==> config.mk <==
export PLATFORM = sky130hd
export DESIGN_NAME = host_doorbell_reg
export DESIGN_NICKNAME = d
export VERILOG_FILES = /design/src/rtl/doorbell_pkg.sv /design/src/rtl/db_port_decode.sv /design/src/rtl/db_bits.sv /design/src/rtl/db_irq.sv /design/src/rtl/host_doorbell_reg.sv
export SDC_FILE = /design/constraint.sdc
export NUM_CORES = 1
export LEC_CHECK = 0
export BUFFER_PORTS_ARGS = -buffer_cell sky130_fd_sc_hd__clkbuf_2
export CAP_MARGIN = 20
export CORE_ASPECT_RATIO = 0.5
export CORE_MARGIN = 2
export CORE_UTILIZATION = 42
export DETAILED_ROUTE_END_ITERATION = 10
export GPL_TIMING_DRIVEN = 0
export PLACE_DENSITY = 0.8
export SETUP_SLACK_MARGIN = 0.2
export SLEW_MARGIN = 30
export SYNTH_ARGS = -nofsm -noshare
export SYNTH_HDL_FRONTEND = slang
export SYNTH_HIERARCHICAL = 1
export SYNTH_SLANG_ARGS = --single-unit
==> constraint.sdc <==
create_clock -name clk -period 2.1 [get_ports clk]
set_clock_uncertainty 0.1 [all_clocks]
set_input_delay 0.105 -clock clk [delete_from_list [all_inputs] [get_ports clk]]
set_output_delay 0.105 -clock clk [all_outputs]
set_load 0.005 [all_outputs]
==> src/rtl/doorbell_pkg.sv <==
// Package: shared sizes and offsets of the doorbell register.
// Assumes: both ports share one address width.
package doorbell_pkg;
    localparam int DB_DATA_W = 32;
    localparam int DB_ADDR_W = 16;
    localparam logic [DB_ADDR_W-1:0] DB_HOST_OFS = 16'h0020;
    localparam logic [DB_ADDR_W-1:0] DB_CPU_OFS  = 16'h4020;
endpackage

==> src/rtl/db_port_decode.sv <==
// Module: decodes one single-cycle access port at a fixed offset.
// Turns a matching write into a bit mask and flags a matching read.
// Assumes: no wait states; stray offsets are simply ignored.
module db_port_decode #(
    parameter int DATA_W = 32,
    parameter int ADDR_W = 16,
    parameter logic [ADDR_W-1:0] OFFSET = '0
) (
    input  logic              valid,
    input  logic              write,
    input  logic [ADDR_W-1:0] addr,
    input  logic [DATA_W-1:0] wdata,
    output logic [DATA_W-1:0] wr_mask,
    output logic              rd_hit
);
    logic hit;

    // Address match for this port only.
    always_comb hit = valid && (addr == OFFSET);

    // Write mask and read strobe from the matched access.
    always_comb begin
        wr_mask = (hit && write) ? wdata : '0;
        rd_hit  = hit && !write;
    end
endmodule

==> src/rtl/db_bits.sv <==
// Module: the doorbell storage with set-only and clear-only inputs.
// Assumes: set has priority over clear on the same bit.
module db_bits #(
    parameter int DATA_W = 32
) (
    input  logic              clk,
    input  logic              rst_n,
    input  logic [DATA_W-1:0] set_mask,
    input  logic [DATA_W-1:0] clr_mask,
    output logic [DATA_W-1:0] bits_q
);
    // Per-bit update: clear first, then set, so a collision keeps the bit.
    always_ff @(posedge clk) begin
        if (!rst_n) bits_q <= '0;
        else        bits_q <= (bits_q & ~clr_mask) | set_mask;
    end
endmodule

==> src/rtl/db_irq.sv <==
// Module: registered interrupt levels from the doorbell state.
// Top bit drives the error line; all lower bits drive the normal line.
// Assumes: each mask gates only its own line.
module db_irq #(
    parameter int DATA_W = 32
) (
    input  logic              clk,
    input  logic              rst_n,
    input  logic [DATA_W-1:0] bits_q,
    input  logic              norm_mask,
    input  logic              err_mask,
    output logic              irq_norm,
    output logic              irq_err
);
    localparam int ERR_BIT = DATA_W - 1;

    // Register both interrupt levels.
    always_ff @(posedge clk) begin
        if (!rst_n) begin
            irq_norm <= 1'b0;
            irq_err  <= 1'b0;
        end else begin
            irq_norm <= (|bits_q[ERR_BIT-1:0]) && !norm_mask;
            irq_err  <= bits_q[ERR_BIT] && !err_mask;
        end
    end
endmodule

==> src/rtl/host_doorbell_reg.sv <==
// Module: two-agent doorbell. The host sets bits, the processor clears them.
// Bit 31 raises the error interrupt; bits 30:0 raise the normal one.
// Assumes: both ports are synchronous to clk; reset is synchronous, active low.
module host_doorbell_reg
    import doorbell_pkg::*;
#(
    parameter int DATA_W = DB_DATA_W,
    parameter int ADDR_W = DB_ADDR_W,
    parameter logic [ADDR_W-1:0] HOST_OFS = DB_HOST_OFS,
    parameter logic [ADDR_W-1:0] CPU_OFS  = DB_CPU_OFS
) (
    input  logic              clk,
    input  logic              rst_n,
    input  logic              h_valid,
    input  logic              h_write,
    input  logic [ADDR_W-1:0] h_addr,
    input  logic [DATA_W-1:0] h_wdata,
    output logic [DATA_W-1:0] h_rdata,
    input  logic              c_valid,
    input  logic              c_write,
    input  logic [ADDR_W-1:0] c_addr,
    input  logic [DATA_W-1:0] c_wdata,
    output logic [DATA_W-1:0] c_rdata,
    input  logic              norm_mask,
    input  logic              err_mask,
    output logic              irq_norm,
    output logic              irq_err
);
    localparam int ERR_BIT = DATA_W - 1;

    logic [DATA_W-1:0] host_set;
    logic [DATA_W-1:0] cpu_clr;
    logic              host_rd;
    logic              cpu_rd;
    logic [DATA_W-1:0] db_q;

    db_port_decode #(.DATA_W(DATA_W), .ADDR_W(ADDR_W), .OFFSET(HOST_OFS)) u_host (
        .valid(h_valid), .write(h_write), .addr(h_addr), .wdata(h_wdata),
        .wr_mask(host_set), .rd_hit(host_rd)
    );

    db_port_decode #(.DATA_W(DATA_W), .ADDR_W(ADDR_W), .OFFSET(CPU_OFS)) u_cpu (
        .valid(c_valid), .write(c_write), .addr(c_addr), .wdata(c_wdata),
        .wr_mask(cpu_clr), .rd_hit(cpu_rd)
    );

    db_bits #(.DATA_W(DATA_W)) u_bits (
        .clk(clk), .rst_n(rst_n), .set_mask(host_set), .clr_mask(cpu_clr),
        .bits_q(db_q)
    );

    db_irq #(.DATA_W(DATA_W)) u_irq (
        .clk(clk), .rst_n(rst_n), .bits_q(db_q), .norm_mask(norm_mask),
        .err_mask(err_mask), .irq_norm(irq_norm), .irq_err(irq_err)
    );

    // Side-effect-free read return on each port.
    always_comb begin
        h_rdata = host_rd ? db_q : '0;
        c_rdata = cpu_rd  ? db_q : '0;
    end

    AST_NO_STRAY_SET: assert property (@(posedge clk) disable iff (!rst_n)
        1'b1 |=> ((db_q & ~$past(db_q) & ~$past(host_set)) == '0));
    AST_NO_STRAY_CLEAR: assert property (@(posedge clk) disable iff (!rst_n)
        1'b1 |=> ((~db_q & $past(db_q) & ~$past(cpu_clr)) == '0));
    AST_SET_WINS: assert property (@(posedge clk) disable iff (!rst_n)
        1'b1 |=> ((db_q & $past(host_set)) == $past(host_set)));
    AST_ERR_LEVEL: assert property (@(posedge clk) disable iff (!rst_n)
        1'b1 |=> (irq_err == ($past(db_q[ERR_BIT]) && !$past(err_mask))));
    AST_NORM_LEVEL: assert property (@(posedge clk) disable iff (!rst_n)
        1'b1 |=> (irq_norm == ((|$past(db_q[ERR_BIT-1:0])) && !$past(norm_mask))));
    AST_HOST_IDLE_RD: assert property (@(posedge clk) disable iff (!rst_n)
        !(h_valid && !h_write && h_addr == HOST_OFS) |-> (h_rdata == '0));
endmodule

# == After elaboration in Yosys (flattened, before gate mapping) ==
# Index checks and enable logic that the tools add are counted.
# classes
reduce_logical,13
mux,4
n_bitwise,3
eq_ne,2
# op_table
operator,n
2-to-1 mux 32 bit,4
bitwise AND 32 bit,1
inverter 32 bit,1
OR 32 bit,1
OR reduction 31 bit,1
"equality test 16 x 15 -> 1 bit, second input constant",1
"equality test 16 x 6 -> 1 bit, second input constant",1
logical AND 1 bit,8
zero test 1 bit,4
# totals
out_inout_bits,66
ff_bits,34
inputBits,104

# == Depth between registers and ports, before layout ==
# Gate-level depths: netlist (run 1).
# logic_depth
ltp_word,7
ltp_mapped,6

# == Hierarchy ==
# The synthesis (run 1) kept the hierarchy.
# modules_own_cells
module,cells_per_inst,seq_area_each_um2,area_per_inst_um2,instances
db_bits,99,640.6,1114.8,1
db_port_decode at u_cpu,81,0.0,585.6,1
db_port_decode at u_host,81,0.0,583.1,1
host_doorbell_reg,70,0.0,462.9,1
db_irq,15,40.0,130.1,1

# == Worst setup path after synthesis (run 1) ==
# Ideal clock, no wire load.
# synth_timing
kind,input-to-output
startpoint,in h_addr[7]
endpoint,out h_rdata[10]
path_stages,6
path_slack_ns,0.571
arrival_time_ns,1.324
required_ns,1.895
cell_sequence,nor4b_4 > nand4b_4 > buf_6 > nor3_2 > clkbuf_2 > and2_2
# synth_between
elab_chain_cells,4
# synth_rtl
element,line,text
"start, declared",host_doorbell_reg.sv:16,"input logic [ADDR_W-1:0] h_addr,"
equality test 16 x 6 -> 1 bit,db_port_decode.sv:19,always_comb hit = valid && (addr == OFFSET);
logical AND 1 bit,db_port_decode.sv:19,
logical AND 1 bit,db_port_decode.sv:24,rd_hit = hit && !write;
via host_rd,host_doorbell_reg.sv:33,logic host_rd;
2-to-1 mux 32 bit,host_doorbell_reg.sv:59,h_rdata = host_rd ? db_q : '0;
"end, declared",host_doorbell_reg.sv:18,"output logic [DATA_W-1:0] h_rdata,"
# The timed path passes the listed nets, and every way through them passes these cells.

# == Worst setup path in the final report (run 1) ==
# layout_timing
startpoint,in c_addr[8]
endpoint,out c_rdata[23]
# layout_between
elab_chain_cells,4
# layout_rtl
element,line,text
"start, declared",host_doorbell_reg.sv:21,"input logic [ADDR_W-1:0] c_addr,"
equality test 16 x 15 -> 1 bit,db_port_decode.sv:19,
logical AND 1 bit,db_port_decode.sv:19,
logical AND 1 bit,db_port_decode.sv:24,
via cpu_rd,host_doorbell_reg.sv:34,logic cpu_rd;
2-to-1 mux 32 bit,host_doorbell_reg.sv:60,c_rdata = cpu_rd ? db_q : '0;
"end, declared",host_doorbell_reg.sv:23,"output logic [DATA_W-1:0] c_rdata,"
# The timed path passes the listed nets, and every way through them passes these cells.

==> flow_summary.json, run 1 <==
{
  "synth-seq-cells": 34,
  "placed_area_mm2": 0.00383,
  "drc": 0,
  "drive_above_1_share_pct": 56.7,
  "setup_slack_ns": 0.213,
  "grt_pass1_wl_um": 14400,
  "wl_met2_um": 4610,
  "seq_power_share_pct": 41.8,
  "std_cell_rows": 21,
  "wl_met3_um": 410,
  "synth_enable_flop_cells": 0,
  "io_buffers": 167,
  "die_h_um": 62.5,
  "top_layer_used": "met4",
  "cap_violations": 0,
  "synth_warnings": 6,
  "period_share_pct": 89.9,
  "drt_first_iter_violations": 97,
  "grt_overflow": 0,
  "post-dp-hpwl_um": 6670,
  "synth.distinct_cells": 21,
  "die_area_mm2": 0.00757,
  "pre_cts_slack_ns": 0.0454,
  "status": "finished, final reports clean",
  "maxSlewHeadroom_pct": 61.6,
  "min_from": "err_mask",
  "place.gp.congestion": 0.836,
  "r2r_slack_ns": 0.72,
  "core-area_mm2": 0.00665,
  "cts_tree": "built",
  "synth_ff_type": "dfxtp_1",
  "m1WireLength_um": 4140,
  "slew_viol_final": 0,
  "max_freq_mhz": 530,
  "synth.top_cell.area_share_pct": 23.7,
  "finalHoldViolCount": 0,
  "grt_usage_pct": 23.7,
  "antenna_cells": 0,
  "p_per_area_mw_per_mm2": 369,
  "hold_depth": 2,
  "timing.final.crit_period_ns": 1.89,
  "syn_to_final_growth_pct": 45.5,
  "postRouteAntennaNets": 0,
  "start_util_pct": 43.3,
  "syn-instance-count": 346,
  "cts_buffers": 5,
  "timing.rr.end": "u_irq/irq_norm",
  "cts-root-buf": "clkbuf_16",
  "p_clk_share_pct": 44.7,
  "hold_end": "u_irq/irq_err",
  "hp-class": "input pin to register",
  "worstSkewPairLatency_ns": 0.27,
  "vias": 3087,
  "antenna_found_initial": 0,
  "critPathRequiredTime_ns": 1.89,
  "grt_max_degree": 11,
  "reg2reg_depth": 3,
  "nets": 638,
  "yosys-top-cells-count": "nand2_1, nor3_2, and2_1",
  "design_area_mm2": 0.00419,
  "r2r-start": "u_bits/bits_q[1]",
  "swShare_pct": 23.5,
  "cts_max_level": 2,
  "cp_max_fo": 6,
  "critPathKind": "input pin to output pin",
  "ir_drop_v": 0.000241,
  "syn-mean-instance-area_um2": 8.31,
  "p_sw_uw": 363,
  "async_flop_share_pct": 0,
  "io_pins": 170,
  "wl_um": 9250,
  "via_per_inst": 4.93,
  "clk_pin_slew_worst_paths_ns": 0.05,
  "synth_fp_nets": 450,
  "drt_pass1_iterations": 4,
  "p_leak_nw": 1.96,
  "cts_buffer_depth": 2,
  "synth_most_common_cell": "nand2_1",
  "pwr-share-comb_pct": 13.5,
  "worst_pin_slew_ns": 0.576,
  "wire_per_inst_um": 14.8,
  "crit_path_end_kind": "output pin",
  "setup_viol": 0,
  "tns_ns": 0,
  "synth_top_area_cell": "dfxtp_1",
  "synthTopCellsByArea": "dfxtp_1, nor3_2, nand2_1, o21a_1, and2_1",
  "die_width_um": 121,
  "arrival_ns": 1.68,
  "cp-start-kind": "input pin",
  "cts_sinks": 34,
  "ys_seq_area_share_pct": 23.7,
  "p_int_mw": 1.18,
  "first_global_vias": 3076,
  "rsz0062_at_grt": "yes",
  "synthesis.area_mm2": 0.00288
}
power by group through the flow:
stage / Combinational [mW] / Sequential, mW / Clock (mW)
2_1_floorplan: 0.0810 / 0.659 / 0
3_3_place_gp: 0.199 / 0.659 / 0
3_5_place_dp: 0.202 / 0.659 / 0
4_1_cts: 0.205 / 0.645 / 0.710
5_1_grt: 0.228 / 0.645 / 0.741
6_report: 0.208 / 0.646 / 0.690
sequential cells by signal (all words and copies together) (netlist names):
name and cells:
u_irq/irq_norm 1, u_irq/irq_err 1, u_bits/bits_q 32
metrics by stage:
stage / total power [mW] / util [%] / std cells / hold WS (ns)
4_1_cts: 1.56 / 60.5 / 614 / 0.00114
3_3_place_gp: 0.858 / 57.6 / 605 / 0.270
5_1_grt: 1.61 / 63.0 / 626 / 0.00221
2_1_floorplan: 0.740 / - / 346 / 0.123
3_5_place_dp: 0.861 / 57.6 / 605 / 0.273
6_report: 1.54 / 63.0 / 626 / 0.00357
cell usage in the layout (no fill, tap or decap), types with 2 or more instances in the layout:
master,Yosys,final
clkbuf_2,6,163
nor3_2,60,58
buf_8,0,2
dfxtp_1,34,34
and2_2,26,26
nor4b_4,3,3
nand4b_4,2,2
buf_6,9,14
clkbuf_16,0,6
and2_4,0,4
clkbuf_1,8,10
buf_4,0,12
buf_2,6,6
nor3_4,0,2
nor3_1,9,9
nor4_1,8,8
nand4_1,2,2
o21a_1,32,32
and2_1,38,34
nand2_1,66,66
nor2b_1,32,32
layout make-up:
cell class / instances / area (um2)
fill: 568 / 2460
multi-input combinational: 282 / 2020
timing repair buffer: 181 / 987
sequential: 34 / 681
buffer: 29 / 243
clock buffer: 7 / 133
tap: 92 / 115
inverter: 1 / 3.75
worst max-delay path, stage by stage:
cell and delay, ns:
clkbuf_2 0.10, nor4b_4 0.32, nand4b_4 0.21, buf_12 0.19
nor3_4 0.23, buf_6 0.17, clkbuf_16 0.14, and2_4 0.12
clkbuf_2 0.10
cells by family (layout without fill, tap and decap cells):
kind of cell / Yosys count / after routing / share of synthesized area [%]
AND/OR/NAND/NOR: 249 / 249 / 60.9
AO/OA/AOI/OAI: 33 / 33 / 8.70
flip-flops: 34 / 34 / 23.7
buffers and inverters: 30 / 218 / 6.79
metal layers:
layer / global-route usage [%] / vias to the layer above
met1: 30.6 / 1452
met5: 0 / -
met3: 3.28 / 6
li1: - / 1535
met4: 6.54 / 0
met2: 41.4 / 94
worst max-delay path by stage:
| stage | cells past startpoint | end | slack, ns | startpoint |
|---|---|---|---|---|
| final | 9 | c_rdata[23] | 0.21 | c_addr[8] |
| after global routing | 9 | c_rdata[23] | 0.15 | c_addr[9] |
| after CTS | 8 | h_rdata[20] | 0.20 | h_addr[7] |
| after detailed placement | 8 | c_rdata[24] | 0.05 | c_addr[13] |
| after global placement | 8 | c_rdata[3] | 0.07 | c_addr[13] |
| after floorplan | 6 | h_rdata[10] | 0.57 | h_addr[7] |
what timing repair did:
action / in CTS / in global routing
hold buffers: 1 / 0
pin swaps: 2 / 5
endpoints found under the setup margin: 60 / 60
buffers inserted: 1 / 11
resized for setup: 11 / 20
endpoints found under the hold margin: 1 / 0
cloned: 0 / 1
Note: power is estimated with default switching activity, not from simulation.
==> run 2, diff against run 1 <==
Clock period 2.1 ns to 1.9 ns, I/O delays scaled along.
==> run 2 against run 1 <==
Register-to-register slack got worse by 0.24 ns. Combinational power increased by 19%. Cell count grew 0.96%. First-iteration DRC count rose by 120%. Die area unchanged. Critical path depth is the same. Final area rose by 11%. Clock power up 13%. Global-route usage increased by 2.1 points. Sequential share of layout area is 1.7 points lower. Critical path type unchanged.
==> flow_summary.json, run 2 (synthesis gave the netlist of run 1 again) <==
{
  "slew_viol_final": 0,
  "critPathKind": "input pin to output pin",
  "io_buffers": 167,
  "status": "finished, final reports clean",
  "power_mw": 1.74,
  "largest_reg_flops": 32,
  "cts_buffer_depth": 2,
  "grt_max_degree": 11,
  "die_h_um": 62.5,
  "setup_viol": 0,
  "antenna_found_initial": 0,
  "p_clk_share_pct": 44.7,
  "period_share_pct": 93.2,
  "worstPathCellList": "buf_6 -> nor4b_4 -> nand4b_4 -> buf_8 -> nor3_4 -> buf_6 -> clkbuf_16 -> and2_4 -> clkbuf_2",
  "cts_sinks": 34,
  "start_util_pct": 43.3,
  "crit_path_max_incr_delay_ns": 0.32,
  "wire_per_inst_um": 18.2,
  "mostFrequentLayoutCells": "clkbuf_2, nand2_1, buf_6",
  "cts-root-buf": "clkbuf_16",
  "grt_pass1_wl_um": 15500,
  "crit_top_cell": "buf_6",
  "worstSkewPairLatency_ns": 0.28,
  "nets": 644,
  "drt_pass1_iterations": 7,
  "seq_power_share_pct": 41.0,
  "pwr-share-comb_pct": 14.3,
  "p_sw_uw": 426,
  "drive_above_1_share_pct": 61.7,
  "post-dp-hpwl_um": 6670,
  "cp-start-kind": "input pin",
  "finalHoldViolCount": 0,
  "critPathRequiredTime_ns": 1.70,
  "drc": 0,
  "timing.final.crit_period_ns": 1.77,
  "cts_buffers": 5,
  "multi_input_area_mm2": 0.00211,
  "swShare_pct": 24.5,
  "worst_pin_slew_ns": 0.526,
  "fillCellCount": 475,
  "clk_pin_slew_worst_paths_ns": 0.05,
  "p_int_mw": 1.31,
  "regArea_um2": 681,
  "cts_tree": "built",
  "stdcell_count": 632,
  "drt_first_iter_violations": 214,
  "die_area_mm2": 0.00757,
  "io_pins": 170,
  "place.gp.congestion": 0.836,
  "wl_um": 11500,
  "max_freq_mhz": 565,
  "top_regs": "u_bits/bits_q: 32 flops, u_irq/irq_err: 1 flops, u_irq/irq_norm: 1 flops",
  "crit_path_end_kind": "output pin",
  "via_per_inst": 5.28,
  "first_global_vias": 3269,
  "die_width_um": 121,
  "rsz0062_at_grt": "yes",
  "core-area_mm2": 0.00665,
  "std_cell_rows": 21,
  "antenna_cells": 0,
  "largest_register": "u_bits/bits_q",
  "postRouteAntennaNets": 0,
  "placed_cells": 605,
  "cap_violations": 0,
  "p_per_area_mw_per_mm2": 373,
  "ir_drop_v": 0.000263,
  "maxSlewHeadroom_pct": 64.9,
  "layout_commonest_cell": "clkbuf_2",
  "grt_overflow": 0,
  "arrival_ns": 1.58,
  "crit_slowest_cell": "nor4b_4",
  "vias": 3338,
  "hp-class": "input pin to register",
  "grt_usage_pct": 25.8,
  "cp_max_fo": 5,
  "p_leak_nw": 2.15,
  "syn_to_final_growth_pct": 62.1,
  "cts_max_level": 2
}
## run 2: repair_timing
item                       4_1_cts  5_1_grt
gates cloned                     3        3
setup buffers                   12        0
hold endpoints to repair         2        0
setup endpoints to repair       63       62
pin swaps                        8        4
hold buffers                     2        0
gates resized for setup         23      118
## run 2: routing by layer
metal	routed length [um]	track usage (%)
met1	4620	32.6
met2	5560	44.5
met3	845	4.01
met4	506	9.45
met5	0	0
## run 2: area by class of cell
type	count	share of cell area (%)
multi-input combinational	282	45.3
buffer	29	5.96
tap	92	2.47
clock buffer	7	2.84
timing repair buffer	187	28.7
inverter	1	0.0805
sequential	34	14.6
## run 2: power by group through the flow
| stage | registers (mW) | logic, mW | clock network, mW |
|---|---|---|---|
| after CTS | 0.713 | 0.230 | 0.785 |
| after floorplan | 0.729 | 0.0895 | 0 |
| after detailed placement | 0.729 | 0.223 | 0 |
| after global placement | 0.729 | 0.220 | 0 |
| after global routing | 0.713 | 0.265 | 0.824 |
| final | 0.713 | 0.248 | 0.777 |
## run 2: worst max-delay path: cells and delay by family
kind | cells | cell delay (ns)
and+or+nand+nor | 4 | 0.78
buffers and inverters | 5 | 0.70
## run 2: path summary, 6_finish.rpt
path / from / end / slack [ns] / cells after the start
setup / recovery: c_addr[9] / c_rdata[19] / 0.13 / 9
hold / removal: rst_n / u_bits/bits_q[31] / 0.08 / 2
setup reg to reg: u_bits/bits_q[1] / u_irq/irq_norm / 0.48 / 3
hold reg to reg: u_bits/bits_q[31] / u_irq/irq_err / 0.53 / 1
## run 2: per-stage QoR
stage	hold WS [ns]	setup slack, ns	setup TNS, ns	util (%)	cell area, um2
after global routing	0.0816	0.0600	0	70.1	4660
after CTS	0.0694	0.204	0	63.1	4190
after detailed placement	0.263	-0.135	-4.19	57.6	3830
after global placement	0.260	-0.111	-3.67	57.6	3830
after floorplan	0.113	0.391	0	-	2880
final	0.0792	0.129	0	70.1	4660
